`src/rtl/slow_cal_pkg.sv`:
```
package slow_cal_pkg;
  typedef enum logic [1:0] {
    CAL_IDLE = 2'd0,
    CAL_ARM  = 2'd1,
    CAL_MEAS = 2'd2
  } cal_state_e;
endpackage

```
`src/rtl/slow_src_sync.sv`:
```
module slow_src_sync #(
  parameter int SRC_N = 3,
  parameter int SEL_W = 2
) (
  input  logic             clk,
  input  logic             rst_n,
  input  logic [SRC_N-1:0] src_i,
  input  logic [SEL_W-1:0] sel_i,
  output logic             rise_o
);
  localparam int STAGES = 3;

  logic              picked;
  logic [STAGES-1:0] pipe_q;
  logic [STAGES-1:0] pipe_d;

  // source mux; codes beyond SRC_N-1 fall back to source 0
  always_comb begin
    picked = src_i[0];
    for (int i = 1; i < SRC_N; i++) begin
      if (sel_i == SEL_W'(i)) picked = src_i[i];
    end
  end

  // two synchroniser stages followed by one history stage
  always_comb begin
    pipe_d = {pipe_q[STAGES-2:0], picked};
  end

  always_ff @(posedge clk or negedge rst_n) begin
    if (!rst_n) pipe_q <= '0;
    else        pipe_q <= pipe_d;
  end

  assign rise_o = pipe_q[1] & ~pipe_q[2];
endmodule

```
`src/rtl/sat_counter.sv`:
```
module sat_counter #(
  parameter int W = 20
) (
  input  logic         clk,
  input  logic         rst_n,
  input  logic         clr_i,
  input  logic         inc_i,
  output logic [W-1:0] cnt_o,
  output logic [W-1:0] next_o,
  output logic         at_max_o
);
  localparam logic [W-1:0] MAXV = '1;

  logic [W-1:0] cnt_q;
  logic [W-1:0] cnt_d;
  logic         cnt_en;

  assign at_max_o = (cnt_q == MAXV);
  assign next_o   = at_max_o ? MAXV : cnt_q + W'(1);
  assign cnt_en   = clr_i | inc_i;

  always_comb begin
    cnt_d = cnt_q;
    if (clr_i)      cnt_d = '0;
    else if (inc_i) cnt_d = next_o;
  end

  always_ff @(posedge clk or negedge rst_n) begin
    if (!rst_n)      cnt_q <= '0;
    else if (cnt_en) cnt_q <= cnt_d;
  end

  assign cnt_o = cnt_q;
endmodule

```
`src/rtl/cal_ctrl.sv`:
```
module cal_ctrl
  import slow_cal_pkg::*;
#(
  parameter int LIM_W = 15,
  parameter int VAL_W = 20
) (
  input  logic             clk,
  input  logic             rst_n,
  input  logic             start_i,
  input  logic             cont_en_i,
  input  logic [LIM_W-1:0] limit_i,
  input  logic             slow_rise_i,
  input  logic [VAL_W-1:0] ref_next_i,
  input  logic             ref_at_max_i,
  output logic             cnt_clr_o,
  output logic             cnt_inc_o,
  output logic             ready_o,
  output logic [VAL_W-1:0] value_o,
  output logic             ovf_o,
  output cal_state_e       state_o,
  output logic             start_pulse_o,
  output logic [LIM_W-1:0] eff_lim_o
);
  localparam logic [LIM_W-1:0] LIM_ONES = '1;
  localparam logic [LIM_W-1:0] LIM_TOP  = LIM_ONES - LIM_W'(1);

  cal_state_e       st_q, st_d;
  logic [LIM_W-1:0] sc_q, sc_d;
  logic             ready_q, ready_d;
  logic [VAL_W-1:0] value_q, value_d;
  logic             ovf_q, ovf_d;
  logic             start_q;
  logic             abort;
  logic             last_edge;
  logic [LIM_W:0]   sc_inc;
  logic [LIM_W-1:0] eff_lim;

  assign eff_lim       = (limit_i == LIM_ONES) ? LIM_TOP : limit_i;
  assign start_pulse_o = start_i & ~start_q;
  assign abort         = ~start_i & ~cont_en_i;
  assign sc_inc        = {1'b0, sc_q} + (LIM_W+1)'(1);
  assign last_edge     = slow_rise_i & (sc_inc >= {1'b0, eff_lim});

  always_comb begin
    st_d      = st_q;
    sc_d      = sc_q;
    ready_d   = ready_q;
    value_d   = value_q;
    ovf_d     = ovf_q;
    cnt_clr_o = 1'b0;
    cnt_inc_o = 1'b0;
    unique case (st_q)
      CAL_IDLE: begin
        if (start_pulse_o || cont_en_i) begin
          st_d    = CAL_ARM;
          ready_d = 1'b0;
          ovf_d   = 1'b0;
        end
      end
      CAL_ARM: begin
        if (abort) begin
          st_d = CAL_IDLE;
        end else if (slow_rise_i) begin
          if (eff_lim == '0) begin
            ready_d = 1'b1;
            value_d = '0;
            if (!cont_en_i) st_d = CAL_IDLE;
          end else begin
            st_d      = CAL_MEAS;
            cnt_clr_o = 1'b1;
            sc_d      = '0;
          end
        end
      end
      CAL_MEAS: begin
        if (abort) begin
          st_d = CAL_IDLE;
        end else if (last_edge) begin
          value_d = ref_next_i;
          ready_d = 1'b1;
          if (ref_at_max_i) ovf_d = 1'b1;
          if (cont_en_i) begin
            cnt_clr_o = 1'b1;
            sc_d      = '0;
          end else begin
            st_d = CAL_IDLE;
          end
        end else begin
          cnt_inc_o = 1'b1;
          if (ref_at_max_i) ovf_d = 1'b1;
          if (slow_rise_i)  sc_d  = sc_inc[LIM_W-1:0];
        end
      end
      default: st_d = CAL_IDLE;
    endcase
  end

  always_ff @(posedge clk or negedge rst_n) begin
    if (!rst_n) begin
      st_q    <= CAL_IDLE;
      sc_q    <= '0;
      ready_q <= 1'b0;
      value_q <= '0;
      ovf_q   <= 1'b0;
      start_q <= 1'b0;
    end else begin
      st_q    <= st_d;
      sc_q    <= sc_d;
      ready_q <= ready_d;
      value_q <= value_d;
      ovf_q   <= ovf_d;
      start_q <= start_i;
    end
  end

  assign ready_o   = ready_q;
  assign value_o   = value_q;
  assign ovf_o     = ovf_q;
  assign state_o   = st_q;
  assign eff_lim_o = eff_lim;
endmodule

```
`src/rtl/slow_cal_counter.sv`:
```
module slow_cal_counter
  import slow_cal_pkg::*;
#(
  parameter int SRC_N = 3,
  parameter int SEL_W = 2,
  parameter int LIM_W = 15,
  parameter int VAL_W = 20
) (
  input  logic             clk_ref,
  input  logic             rst_n,
  input  logic [SRC_N-1:0] slow_clk_i,
  input  logic [SEL_W-1:0] src_sel_i,
  input  logic [LIM_W-1:0] cycle_lim_i,
  input  logic             start_i,
  input  logic             cont_en_i,
  output logic             ready_o,
  output logic [VAL_W-1:0] value_o,
  output logic             ovf_o
);
  logic             rst_meta_n, rst_sync_n;
  logic             slow_rise;
  logic             cnt_clr, cnt_inc, cnt_at_max;
  logic [VAL_W-1:0] ref_cnt, ref_next;
  cal_state_e       state;
  logic             start_pulse;
  logic [LIM_W-1:0] eff_lim;

  // asynchronous assert, synchronous release
  always_ff @(posedge clk_ref or negedge rst_n) begin
    if (!rst_n) begin
      rst_meta_n <= 1'b0;
      rst_sync_n <= 1'b0;
    end else begin
      rst_meta_n <= 1'b1;
      rst_sync_n <= rst_meta_n;
    end
  end

  slow_src_sync #(.SRC_N(SRC_N), .SEL_W(SEL_W)) u_sync (
    .clk    (clk_ref),
    .rst_n  (rst_sync_n),
    .src_i  (slow_clk_i),
    .sel_i  (src_sel_i),
    .rise_o (slow_rise)
  );

  sat_counter #(.W(VAL_W)) u_cnt (
    .clk      (clk_ref),
    .rst_n    (rst_sync_n),
    .clr_i    (cnt_clr),
    .inc_i    (cnt_inc),
    .cnt_o    (ref_cnt),
    .next_o   (ref_next),
    .at_max_o (cnt_at_max)
  );

  cal_ctrl #(.LIM_W(LIM_W), .VAL_W(VAL_W)) u_ctrl (
    .clk           (clk_ref),
    .rst_n         (rst_sync_n),
    .start_i       (start_i),
    .cont_en_i     (cont_en_i),
    .limit_i       (cycle_lim_i),
    .slow_rise_i   (slow_rise),
    .ref_next_i    (ref_next),
    .ref_at_max_i  (cnt_at_max),
    .cnt_clr_o     (cnt_clr),
    .cnt_inc_o     (cnt_inc),
    .ready_o       (ready_o),
    .value_o       (value_o),
    .ovf_o         (ovf_o),
    .state_o       (state),
    .start_pulse_o (start_pulse),
    .eff_lim_o     (eff_lim)
  );
endmodule

```
`config.mk`:
```
export PLATFORM = sky130hd
export DESIGN_NAME = slow_cal_counter
export DESIGN_NICKNAME = d
export VERILOG_FILES = /design/src/rtl/slow_cal_pkg.sv /design/src/rtl/slow_src_sync.sv /design/src/rtl/sat_counter.sv /design/src/rtl/cal_ctrl.sv /design/src/rtl/slow_cal_counter.sv
export SDC_FILE = /design/constraint.sdc
export NUM_CORES = 1
export LEC_CHECK = 0
export ABC_AREA = 1
export BUFFER_PORTS_ARGS = -buffer_cell sky130_fd_sc_hd__buf_2
export CAP_MARGIN = 0
export CORE_MARGIN = 4
export CORE_UTILIZATION = 54
export CTS_CLUSTER_SIZE = 30
export DETAILED_ROUTE_END_ITERATION = 7
export GPL_TIMING_DRIVEN = 0
export PLACE_DENSITY = 0.74
export SYNTH_ARGS = -nofsm -noshare
export SYNTH_HDL_FRONTEND = slang
export SYNTH_SLANG_ARGS = --single-unit
```
`constraint.sdc`:
```
create_clock -name clk_ref -period 2.8 [get_ports clk_ref]
set_clock_uncertainty 0.1 [all_clocks]
set_input_delay 0.42 -clock clk_ref [delete_from_list [all_inputs] [get_ports clk_ref]]
set_output_delay 0.42 -clock clk_ref [all_outputs]
set_load 0.01 [all_outputs]
```
==> qor.yml, run 1 <==
status: "finished, violations left"
violations: "negative setup slack"
crit_buf_inv: 4
avgSynthCellArea_sq_um: 7.30
power.density_mw_per_mm2: 718
grt_pass1_wl_microns: 19800
syn_area_sq_mm: 0.00459
start_kind: "register"
worst-slew-pin-transition_ns: 0.840
synth_async_sr_flop_share_pct: 100
gp_congestion: 0.947
wire_per_inst_microns: 15.0
clk_pin_slew_worst_paths_ns: 0.07
peakVddDrop_mv: 0.550
seq_area_frac_synth_pct: 35.4
power_leakage_nw: 2.96
syn_inst: 629
grt_pass1_vias: 4271
ys_ff_latch: 65
numCtsBuffers: 9
slowest_stage: "dfrtp_1"
max_freq_mhz: 331
fin_crit_sh_pct: 108
port_buffers: 45
syn-num-nets: 674
finalWorstSetupSlack_ns: -0.218
root_buffer: "clkbuf_8"
postRouteWirelength_microns: 12300
htreeDepth: 3
arrival_ns: 3.20
grtUsageTotal_pct: 24.3
yosys_warnings: 0
drcViolationCount: 0
critical_path.max_fanout: 8
ios: 46
clock-sinks: 65
ys.flop_type: "dfrtp_1"
viasPerCell: 5.50
n_antenna_cell: 0
post-route-min-period_ns: 3.02
hold_violations: 0
grt_max_degree: 64
dpl.hpwl_microns: 8230
setup_viol: 58
fillers: 658
num_vias: 4535
critical_path_class: "reg2reg"
crit_family: "simple AND/OR/NAND/NOR gates"
maxCapViolations: 0
rsz0062_at_grt: "yes"
drive_above_1_share_pct: 28.8
fin_setup_tns_ns: -8.54
worst_skew_pair.late_latency_ns: 0.35
drt_first_pass_iters: 5
start_util_pct: 55.6
coreArea_sq_mm: 0.00826
pre_cts_slack_ns: -0.487
synth-edff-count: 0
rrSetupSlack_ns: -0.22
max_stage_delay_ns: 0.37
die_area_sq_mm: 0.0100
nNetsFinal: 759
area_delta_synth_final_pct: 24.9
yosysUniqueCellTypes: 43
relSlewSlack_pct: 44.0
hold_path.class: "in2reg"
final_area_sq_mm: 0.00573
die_height_microns: 100
chipWidth_microns: 100
ant_nets: 0
cts_tree: "done"
endpoint_kind: "register"
drtIter0Drc: 274
place_area_sq_mm: 0.00495
finish.utilization_pct: 69.4
slew_viol_final: 0
grt-ovfl-total: 0
cts_buffer_depth: 2
antenna_found_initial: 0
cp.required_ns: 2.98
hold-worst-slack_ns: 0.102
path_cells: "ha_2 > nand2_2 > inv_2 > nand3b_1 > nor3_2 > nand2_1 > xor2_1 > inv_2 > ha_4 > a21oi_2 > o21ai_1 > nor2_2 > nand2_4 > nand2_8 > nand3_4 > clkbuf_16 > nand2_1 > inv_1 > nor2_1"
rows: 33
[worst register-to-register path: cells and delay by family (launching register included)]
family	cells	cell delay, ns
AND/OR/NAND/NOR	10	1.22
adder cells (fa/ha/maj)	2	0.44
buffers and inverters	4	0.43
flip-flops	1	0.37
AO/OA/AOI/OAI	2	0.21
XOR/XNOR	1	0.16
[cell usage in the layout (no fill, tap or decap), types with 4 or more instances in the layout]
master	n
nand2_1	129
clkinv_2	4
buf_8	5
o21ai_1	12
nor2_2	5
buf_2	49
clkbuf_8	11
clkbuf_16	4
buf_6	13
nor2_1	70
nand3_1	37
inv_1	86
nand2_4	11
xor2_1	13
clkbuf_1	5
nand2_2	32
nand4_1	34
o21ai_2	25
dfrtp_1	63
buf_4	18
ha_1	18
nor3_1	6
a21oi_1	7
o21ai_0	15
a21oi_2	5
[state kept, by name (all words and copies together), names as in the netlist]
| name | flops |
|---|---|
| u_ctrl.value_o | 20 |
| u_ctrl.start_q | 1 |
| u_ctrl.sc_q | 15 |
| u_cnt.cnt_o | 20 |
| rst_sync_n | 1 |
| u_ctrl.state_o | 2 |
| rst_meta_n | 1 |
| u_ctrl.ready_o | 1 |
| u_ctrl.ovf_o | 1 |
| u_sync.pipe_q | 3 |
[synth_stat cells (3+ instances only)]
library cell / instances / area share, %
a21oi_1: 12 / 1.3
buf_2: 4 / 0.44
buf_4: 5 / 0.82
buf_6: 7 / 1.7
clkbuf_1: 3 / 0.25
dfrtp_1: 65 / 35
ha_1: 21 / 5.7
inv_1: 88 / 7.2
nand2_1: 165 / 13
nand2_2: 6 / 0.82
nand3_1: 39 / 4.3
nand4_1: 34 / 4.6
nor2_1: 73 / 6.0
nor3_1: 7 / 0.76
nor4_1: 3 / 0.41
o21ai_0: 19 / 2.1
o21ai_1: 12 / 1.3
o21ai_2: 21 / 4.0
xor2_1: 13 / 2.5
[path summary, 6_finish.rpt]
check | startpoint | end | cells past startpoint
setup / recovery | u_ctrl.sc_q[0] | u_cnt.cnt_o[2] | 19
hold / removal | start_i | u_ctrl.start_q | 1
setup reg to reg | u_ctrl.sc_q[0] | u_cnt.cnt_o[2] | 19
hold reg to reg | u_sync.pipe_q[0] | u_sync.pipe_q[1] | 0
max in group asynchronous | rst_sync_n | u_ctrl.sc_q[7] | 0
min in group asynchronous | rst_n | rst_sync_n | 2
[power breakdown]
part           leakage [nW]  internal [W]  switching [W]
sequential            0.840       0.00114       0.000209
clock                0.0932      0.000366       0.000365
combinational          2.02      0.000809        0.00123
[kinds of logic (layout without fill, tap and decap cells)]
family	after synthesis	after routing	share of synthesized area, %
AND/OR/NAND/NOR	340	340	33.7
buffers and inverters	113	203	11.8
AO/OA/AOI/OAI	74	74	10.4
flip-flops	65	65	35.4
adder cells (fa/ha/maj)	21	21	5.72
XOR/XNOR	15	15	2.86
other	1	1	0.0817
[cell type report]
type                    count  area, sq um  share of cell area (%)
inverters                  91          343                    5.98
repair buffers             74          554                    9.67
flip-flops and latches     65         1630                    28.5
well taps                 105          131                    2.29
plain buffers              22          229                    3.99
multi-input cells         451         2670                    46.6
clock buffers              13          159                    2.77
clock inverters             3         15.0                   0.262
[through the flow]
step	std cells	total power (W)
floorplan	629	0.00255
global placement	779	0.00293
detailed placement	779	0.00298
CTS	815	0.00387
global route	824	0.00440
finish	824	0.00411
[repair_timing]
action	in CTS	in global routing
buffers inserted	15	5
gates resized for setup	29	63
pin swaps	16	12
cloned	4	4
hold buffers	1	0
hold endpoints to repair	2	0
endpoints found under the setup margin	58	58
[layer usage]
| layer | routed length (microns) | global-route usage [%] | vias to the layer above |
|---|---|---|---|
| met3 | 779 | 4.38 | 19 |
| met5 | 0 | 0 | - |
| met4 | 184 | 7.67 | 0 |
| met1 | 5430 | 33.6 | 2152 |
| met2 | 5940 | 38.8 | 160 |
| li1 | - | - | 2204 |
No activity file was read; power rests on OpenSTA's default activity.
==> run 2, diff against run 1 <==
--- a/config.mk
+++ b/config.mk
@@ -13,7 +13,9 @@
 export CTS_CLUSTER_SIZE = 30
 export DETAILED_ROUTE_END_ITERATION = 7
 export GPL_TIMING_DRIVEN = 0
-export PLACE_DENSITY = 0.74
+export PLACE_DENSITY = 0.75
+export SETUP_SLACK_MARGIN = 0.15
+export SKIP_LAST_GASP = 1
 export SYNTH_ARGS = -nofsm -noshare
 export SYNTH_HDL_FRONTEND = slang
 export SYNTH_SLANG_ARGS = --single-unit
==> qor.yml, run 2 (same netlist as run 1, synthesis figures left out) <==
crit_buf_inv: 5  # +1
grt_max_degree: 38  # -41%
rows: 33  # unchanged
chipWidth_microns: 100  # unchanged
root_buffer: "clkbuf_8"
drcViolationCount: 0  # unchanged
crit_family: "simple AND/OR/NAND/NOR gates"
ios: 46  # unchanged
r2r-end: "u_cnt.cnt_o[18]"
holdCritStartpoint: "start_i"
nNetsFinal: 775  # +2.1%
worst-slew-pin-transition_ns: 0.895  # +0.0559 ns
drtIter0Drc: 294  # +7.3%
grtUsageTotal_pct: 26.8  # +2.4 points
hold_path.class: "in2reg"
p_int_w: 0.00246  # +6.4%
switching_share_pct: 43.5  # -0.30 points
power_leakage_nw: 3.09  # +4.7%
antenna_found_initial: 0  # unchanged
port_buffers: 45  # unchanged
coreArea_sq_mm: 0.00826  # unchanged
grt-ovfl-total: 0  # unchanged
finish.utilization_pct: 72.7  # +3.2 points
hold_violations: 0  # unchanged
relSlewSlack_pct: 40.3  # -3.7 points
pre_cts_slack_ns: -0.308  # +0.179 ns
start_kind: "register"
viasPerCell: 5.57  # +1.1%
cpMostUsedCell: "nand2_1"
p_sw_w: 0.00189  # +5.1%
rrSetupSlack_ns: -0.26  # -0.04 ns
status: "finished, violations left"
worst_skew_pair.late_latency_ns: 0.36  # about the same
seq_power_share_pct: 31.0  # -1.8 points
num_vias: 4670  # +3.0%
cts_buffer_depth: 2  # unchanged
die_height_microns: 100  # unchanged
dpl.hpwl_microns: 8360  # +1.5%
drt_first_pass_iters: 8  # +3
start_util_pct: 55.6  # unchanged
comb_power_share_pct: 50.0  # +0.5 points
multi_input_area_sq_mm: 0.00276  # +3.3%
setup_viol: 58  # unchanged
htreeDepth: 3  # unchanged
min_to: "u_ctrl.start_q"
met2_length_microns: 6850  # +15%
rr_worst_depth: 20  # +1
drive_above_1_share_pct: 32.2  # +3.4 points
layout_common_cells: "nand2_1 (123), inv_1 (85), nor2_1 (69)"
grt_pass1_wl_microns: 21800  # +9.9%
pwr-share-clk_pct: 19.0  # +1.2 points
fin_setup_tns_ns: -11.21  # -2.67 ns
peakVddDrop_mv: 0.555  # +0.97%
fillers: 627  # -4.7%
power.total_w: 0.00436  # +5.9%
max_stage_delay_ns: 0.39  # +0.02 ns
layout_commonest_cell: "nand2_1"
power.density_mw_per_mm2: 726  # +1.2%
max_freq_mhz: 326  # -1.5%
clock-sinks: 65  # unchanged
wl_met1_microns: 5440  # +0.22%
cts_tree: "done"
grt_pass1_vias: 4672  # +9.4%
top_layer: "met4"
rsz0062_at_grt: "yes"
numCtsBuffers: 9  # unchanged
maxCapViolations: 0  # unchanged
slowest_stage: "dfrtp_1"
cp.required_ns: 2.95  # -0.03 ns
ant_nets: 0  # unchanged
endpoint_kind: "register"
violations: "negative setup slack"
worstReg2RegStart: "u_ctrl.sc_q[0]"
clk_pin_slew_worst_paths_ns: 0.07  # about the same
seqCellArea_sq_mm: 0.00163  # about the same
hold_depth: 1  # unchanged
die_area_sq_mm: 0.0100  # unchanged
hold-worst-slack_ns: 0.101  # -0.000775 ns
finalWorstSetupSlack_ns: -0.263  # -0.0445 ns
slew_viol_final: 0  # unchanged
arrival_ns: 3.21  # about the same
critical_path.max_fanout: 8  # unchanged
wl_met3_microns: 745  # -4.4%
postRouteWirelength_microns: 13400  # +8.4%
gp_congestion: 0.950  # +0.29%
critical_path_class: "reg2reg"
wire_per_inst_microns: 15.9  # +6.4%
n_antenna_cell: 0  # unchanged
area_delta_synth_final_pct: 30.7
fin_crit_sh_pct: 109  # +1.6 points
post-route-min-period_ns: 3.06  # +0.0445 ns
path_cells: "ha_2 > nand2_2 > inv_2 > buf_4 > buf_4 > a31o_2 > nand2_1 > inv_1 > ha_1 > nand2_1 > nand2_1 > a21oi_2 > o21ai_1 > nor2_2 > nand2_4 > nand2_8 > nand3_4 > clkbuf_16 > nor2_1 > nor2_1"
[run 2: changes by cell type in the layout (fill, tap and decap cells not counted), moves of 3 or more]
cell,delta
clkbuf_16,-3
nand2_2,-3
dfrtp_2,+4
nand2_4,+9
buf_4,+13
nand2_1,-6
buf_16,+3
dfrtp_1,-3
[run 2: cell type report]
type                            count  area share (%)
Timing Repair Buffer               90            12.1
Clock inverter                      3           0.667
Sequential cell                    65            27.2
Inverter                           91            5.71
Multi-Input combinational cell    451            46.0
Buffer                             22            3.61
Clock buffer                       12            2.59
Tap cell                          105            2.19
[run 2: power groups by stage]
stage                     clock network (W)  logic (W)  registers (W)
after floorplan                           0    0.00123        0.00134
after global placement                    0    0.00160        0.00135
after detailed placement                  0    0.00166        0.00135
after CTS                          0.000836    0.00196        0.00133
after global routing               0.000873    0.00238        0.00138
final                              0.000826    0.00218        0.00135
[run 2: worst max-delay path by stage]
stage                   start                 end  slack, ns  cells after the start
6_report       u_ctrl.sc_q[0]     u_cnt.cnt_o[18]      -0.26                     20
5_1_grt        u_ctrl.sc_q[1]     u_cnt.cnt_o[19]      -0.50                     22
4_1_cts        u_ctrl.sc_q[1]   u_ctrl.value_o[4]      -0.20                     21
3_5_place_dp   u_ctrl.sc_q[0]  u_ctrl.value_o[11]      -0.31                     21
3_3_place_gp   u_ctrl.sc_q[0]  u_ctrl.value_o[11]      -0.23                     21
2_1_floorplan  u_ctrl.sc_q[0]      u_ctrl.sc_q[7]       0.12                     19
[run 2: routing by layer]
| layer | GRT usage, % | vias to the layer above |
|---|---|---|
| met3 | 4.24 | 32 |
| met5 | 0 | - |
| met4 | 10.4 | 0 |
| met1 | 32.4 | 2211 |
| met2 | 47.6 | 194 |
| li1 | - | 2233 |
[run 2: timing repair]
| item | CTS | global route |
|---|---|---|
| gates resized for setup | 54 | 47 |
| pin swaps | 14 | 11 |
| gates cloned | 6 | 1 |
| endpoints found under the hold margin | 2 | 0 |
| hold buffers | 1 | 0 |
| setup endpoints to repair | 58 | 58 |
| buffers inserted | 30 | 6 |
[run 2: per-stage QoR]
| step | std cells | area [sq um] |
|---|---|---|
| 4_1_cts | 832 | 5740 |
| 3_3_place_gp | 779 | 5000 |
| 2_1_floorplan | 629 | 4640 |
| 5_1_grt | 839 | 6000 |
| 6_report | 839 | 6000 |
| 3_5_place_dp | 780 | 5020 |
==> run 3, diff against run 2 <==
--- a/config.mk
+++ b/config.mk
@@ -5,7 +5,6 @@
 export SDC_FILE = /design/constraint.sdc
 export NUM_CORES = 1
 export LEC_CHECK = 0
-export ABC_AREA = 1
 export BUFFER_PORTS_ARGS = -buffer_cell sky130_fd_sc_hd__buf_2
 export CAP_MARGIN = 0
 export CORE_MARGIN = 4
==> qor.yml, run 3 <==
rr_worst_depth: 14  # -30%
postRouteWirelength_microns: 12500  # -6.4%
nNetsFinal: 591  # -24%
clock-sinks: 65  # unchanged
critical_path.max_fanout: 8  # unchanged
ant_nets: 0  # unchanged
start_kind: "register"
endpoint_kind: "register"
grt_max_degree: 37  # -2.6%
drcViolationCount: 0  # unchanged
violations: "negative setup slack"
ys_ff_latch: 65  # unchanged
seqCellArea_sq_mm: 0.00163  # unchanged
drt_first_pass_iters: 7  # -1
yosysMostFrequentCell: "dfrtp_1"
worst_skew_pair.late_latency_ns: 0.35  # about the same
ys.flop_type: "dfrtp_1"
htreeDepth: 3  # unchanged
syn-num-nets: 490  # -27%
relSlewSlack_pct: 44.2  # +3.9 points
status: "finished, violations left"
synth.top_cell.area_share_pct: 39.6  # +4.2 points
pwr-share-clk_pct: 18.4  # -0.6 points
drtIter0Drc: 633  # +120%
cts_buffer_depth: 2  # unchanged
dpl.hpwl_microns: 7080  # -15%
seq_power_share_pct: 33.3  # +2.3 points
layout_commonest_cell: "dfrtp_1"
rows: 31  # -6.1%
p_int_w: 0.00239  # -2.8%
clk_pin_slew_worst_paths_ns: 0.08  # about the same
grt_pass1_wl_microns: 18100  # -17%
setup_viol: 58  # unchanged
hold_violations: 0  # unchanged
num_vias: 4080  # -13%
die_height_microns: 95.2  # -5.0%
coreArea_sq_mm: 0.00733  # -11%
power.density_mw_per_mm2: 695  # -4.2%
cts_tree: "done"
chipWidth_microns: 95.2  # -5.0%
grt-ovfl-total: 0  # unchanged
max_freq_mhz: 276  # -16%
rsz0062_at_grt: "yes"
worst-slew-pin-transition_ns: 0.829  # -0.0666 ns
finalWorstSetupSlack_ns: -0.829  # -0.566 ns
synth_common_cells: "dfrtp_1 (65), a21oi_1 (38), inv_1 (34)"
multi_input_area_sq_mm: 0.00258  # -6.6%
hold_path.class: "in2reg"
p_sw_w: 0.00150  # -21%
synth_top_area_cell: "dfrtp_1"
synth-edff-count: 0  # unchanged
drive_above_1_share_pct: 34.9  # +2.8 points
fin_setup_tns_ns: -42.68  # -31.47 ns
die_area_sq_mm: 0.00906  # -9.8%
cp.required_ns: 2.91  # -0.04 ns
port_buffers: 45  # unchanged
synth.area.top_cells: "dfrtp_1 (40%), ha_1 (6.4%), a21oi_1 (4.6%)"
layout_common_cells: "dfrtp_1 (60), buf_2 (45), inv_1 (34)"
maxCapViolations: 0  # unchanged
synth_async_sr_flop_share_pct: 100  # unchanged
seq_area_frac_synth_pct: 39.6  # +4.2 points
slew_viol_final: 0  # unchanged
avgSynthCellArea_sq_um: 9.22  # +26%
grt_pass1_vias: 3614  # -23%
antenna_found_initial: 0  # unchanged
arrival_ns: 3.74  # +0.53 ns
fin_crit_sh_pct: 130  # +20 points
yosysUniqueCellTypes: 56  # +30%
switching_share_pct: 38.5  # -5.0 points
hold_depth: 1  # unchanged
viasPerCell: 6.29  # +13%
finish.utilization_pct: 76.3  # +3.7 points
wire_per_inst_microns: 19.3  # +21%
fillers: 453  # -28%
gp_congestion: 0.899  # -5.4%
peakVddDrop_mv: 0.526  # -5.3%
syn_inst: 445  # -29%
power_leakage_nw: 2.53  # -18%
grtUsageTotal_pct: 25.8  # -1.0 points
critical_path_class: "reg2reg"
yosys_warnings: 0  # unchanged
comb_power_share_pct: 48.3  # -1.7 points
area_delta_synth_final_pct: 36.3
numCtsBuffers: 9  # unchanged
ios: 46  # unchanged
syn_area_sq_mm: 0.00410  # -11%
n_antenna_cell: 0  # unchanged
root_buffer: "clkbuf_8"
start_util_pct: 56.0  # +0.39 points
post-route-min-period_ns: 3.63  # +0.566 ns
[run 3: cell types whose count changed after synthesis, sizes merged, moves of 22 or more]
cell / previous run / this run
inv: 89 / 34
o21ai: 52 / 16
nand2: 174 / 22
nor2: 77 / 23
nand4: 34 / 12
a21oi: 12 / 38
nand3: 42 / 18
[run 3: routing by layer]
layer	vias up	track usage [%]	wire length (microns)
li1	1835	-	-
met1	1934	36.4	5110
met2	248	38.6	5820
met3	63	7.10	1160
met4	0	7.69	419
met5	-	0	0
[run 3: through the flow]
step	setup WS [ns]	hold WS (ns)	area, sq um	std cells	power, W
after global routing	-0.895	0.110	5600	649	0.00407
final	-0.829	0.116	5600	649	0.00389
after global placement	-0.914	0.107	4510	589	0.00247
after floorplan	-0.563	0.0244	4160	445	0.00217
after CTS	-0.737	0.107	5310	634	0.00367
after detailed placement	-0.940	0.113	4530	590	0.00252
[run 3: worst max-delay path, cell delays in order (launching register included)]
cell and delay (ns):
dfrtp_2 0.44, nand2_1 0.12, or4_4 0.52, buf_6 0.15
nor2_4 0.12, xor2_2 0.10, ha_4 0.29, nand3_2 0.10
or3_4 0.38, o311a_4 0.15, buf_4 0.15, o221a_4 0.33
clkbuf_16 0.19, a31oi_1 0.25, a211oi_1 0.09
[run 3: cells by family (layout without fill, tap and decap cells)]
family	after synthesis	after routing	synth area share, %
other	1	1	0.0914
xor gates and xnor gates	24	24	5.12
adders and majority gates	21	21	6.40
and+or+nand+nor	137	137	17.4
muxes	21	21	5.82
buffers and inverters	61	166	6.43
AOI/OAI and AO/OA	115	115	19.1
DFF	65	65	39.6
[run 3: repair_timing]
action	CTS	global route
buffers inserted	22	13
gates resized for setup	60	38
cloned	6	2
pin swaps	22	19
hold buffers	1	0
endpoints found under the hold margin	2	0
endpoints found under the setup margin	59	59
[run 3: power by group through the flow]
stage / Sequential (W) / Clock (W) / Combinational (W)
3_3_place_gp: 0.00128 / 0 / 0.00118
3_5_place_dp: 0.00128 / 0 / 0.00123
5_1_grt: 0.00132 / 0.000762 / 0.00199
6_report: 0.00129 / 0.000715 / 0.00188
4_1_cts: 0.00128 / 0.000719 / 0.00167
2_1_floorplan: 0.00129 / 0 / 0.000879
[run 3: final timing paths]
check                      slack [ns]               to           start
max                             -0.83  u_cnt.cnt_o[10]  u_ctrl.sc_q[2]
min                              0.12   u_ctrl.start_q         start_i
max reg2reg                     -0.83  u_cnt.cnt_o[10]  u_ctrl.sc_q[2]
min reg2reg                      0.20   u_cnt.cnt_o[9]      rst_sync_n
max in group asynchronous        1.77   u_ctrl.sc_q[6]      rst_sync_n
min in group asynchronous        0.20   u_cnt.cnt_o[9]      rst_sync_n
[run 3: final cells by class]
class                           count  area share (%)
Buffer                             27            4.47
Timing Repair Buffer               90            12.8
Clock buffer                       10            2.46
Clock inverter                      5           0.581
Multi-Input combinational cell    319            46.0
Inverter                           34            2.28
Sequential cell                    65            29.2
Tap cell                           99            2.21
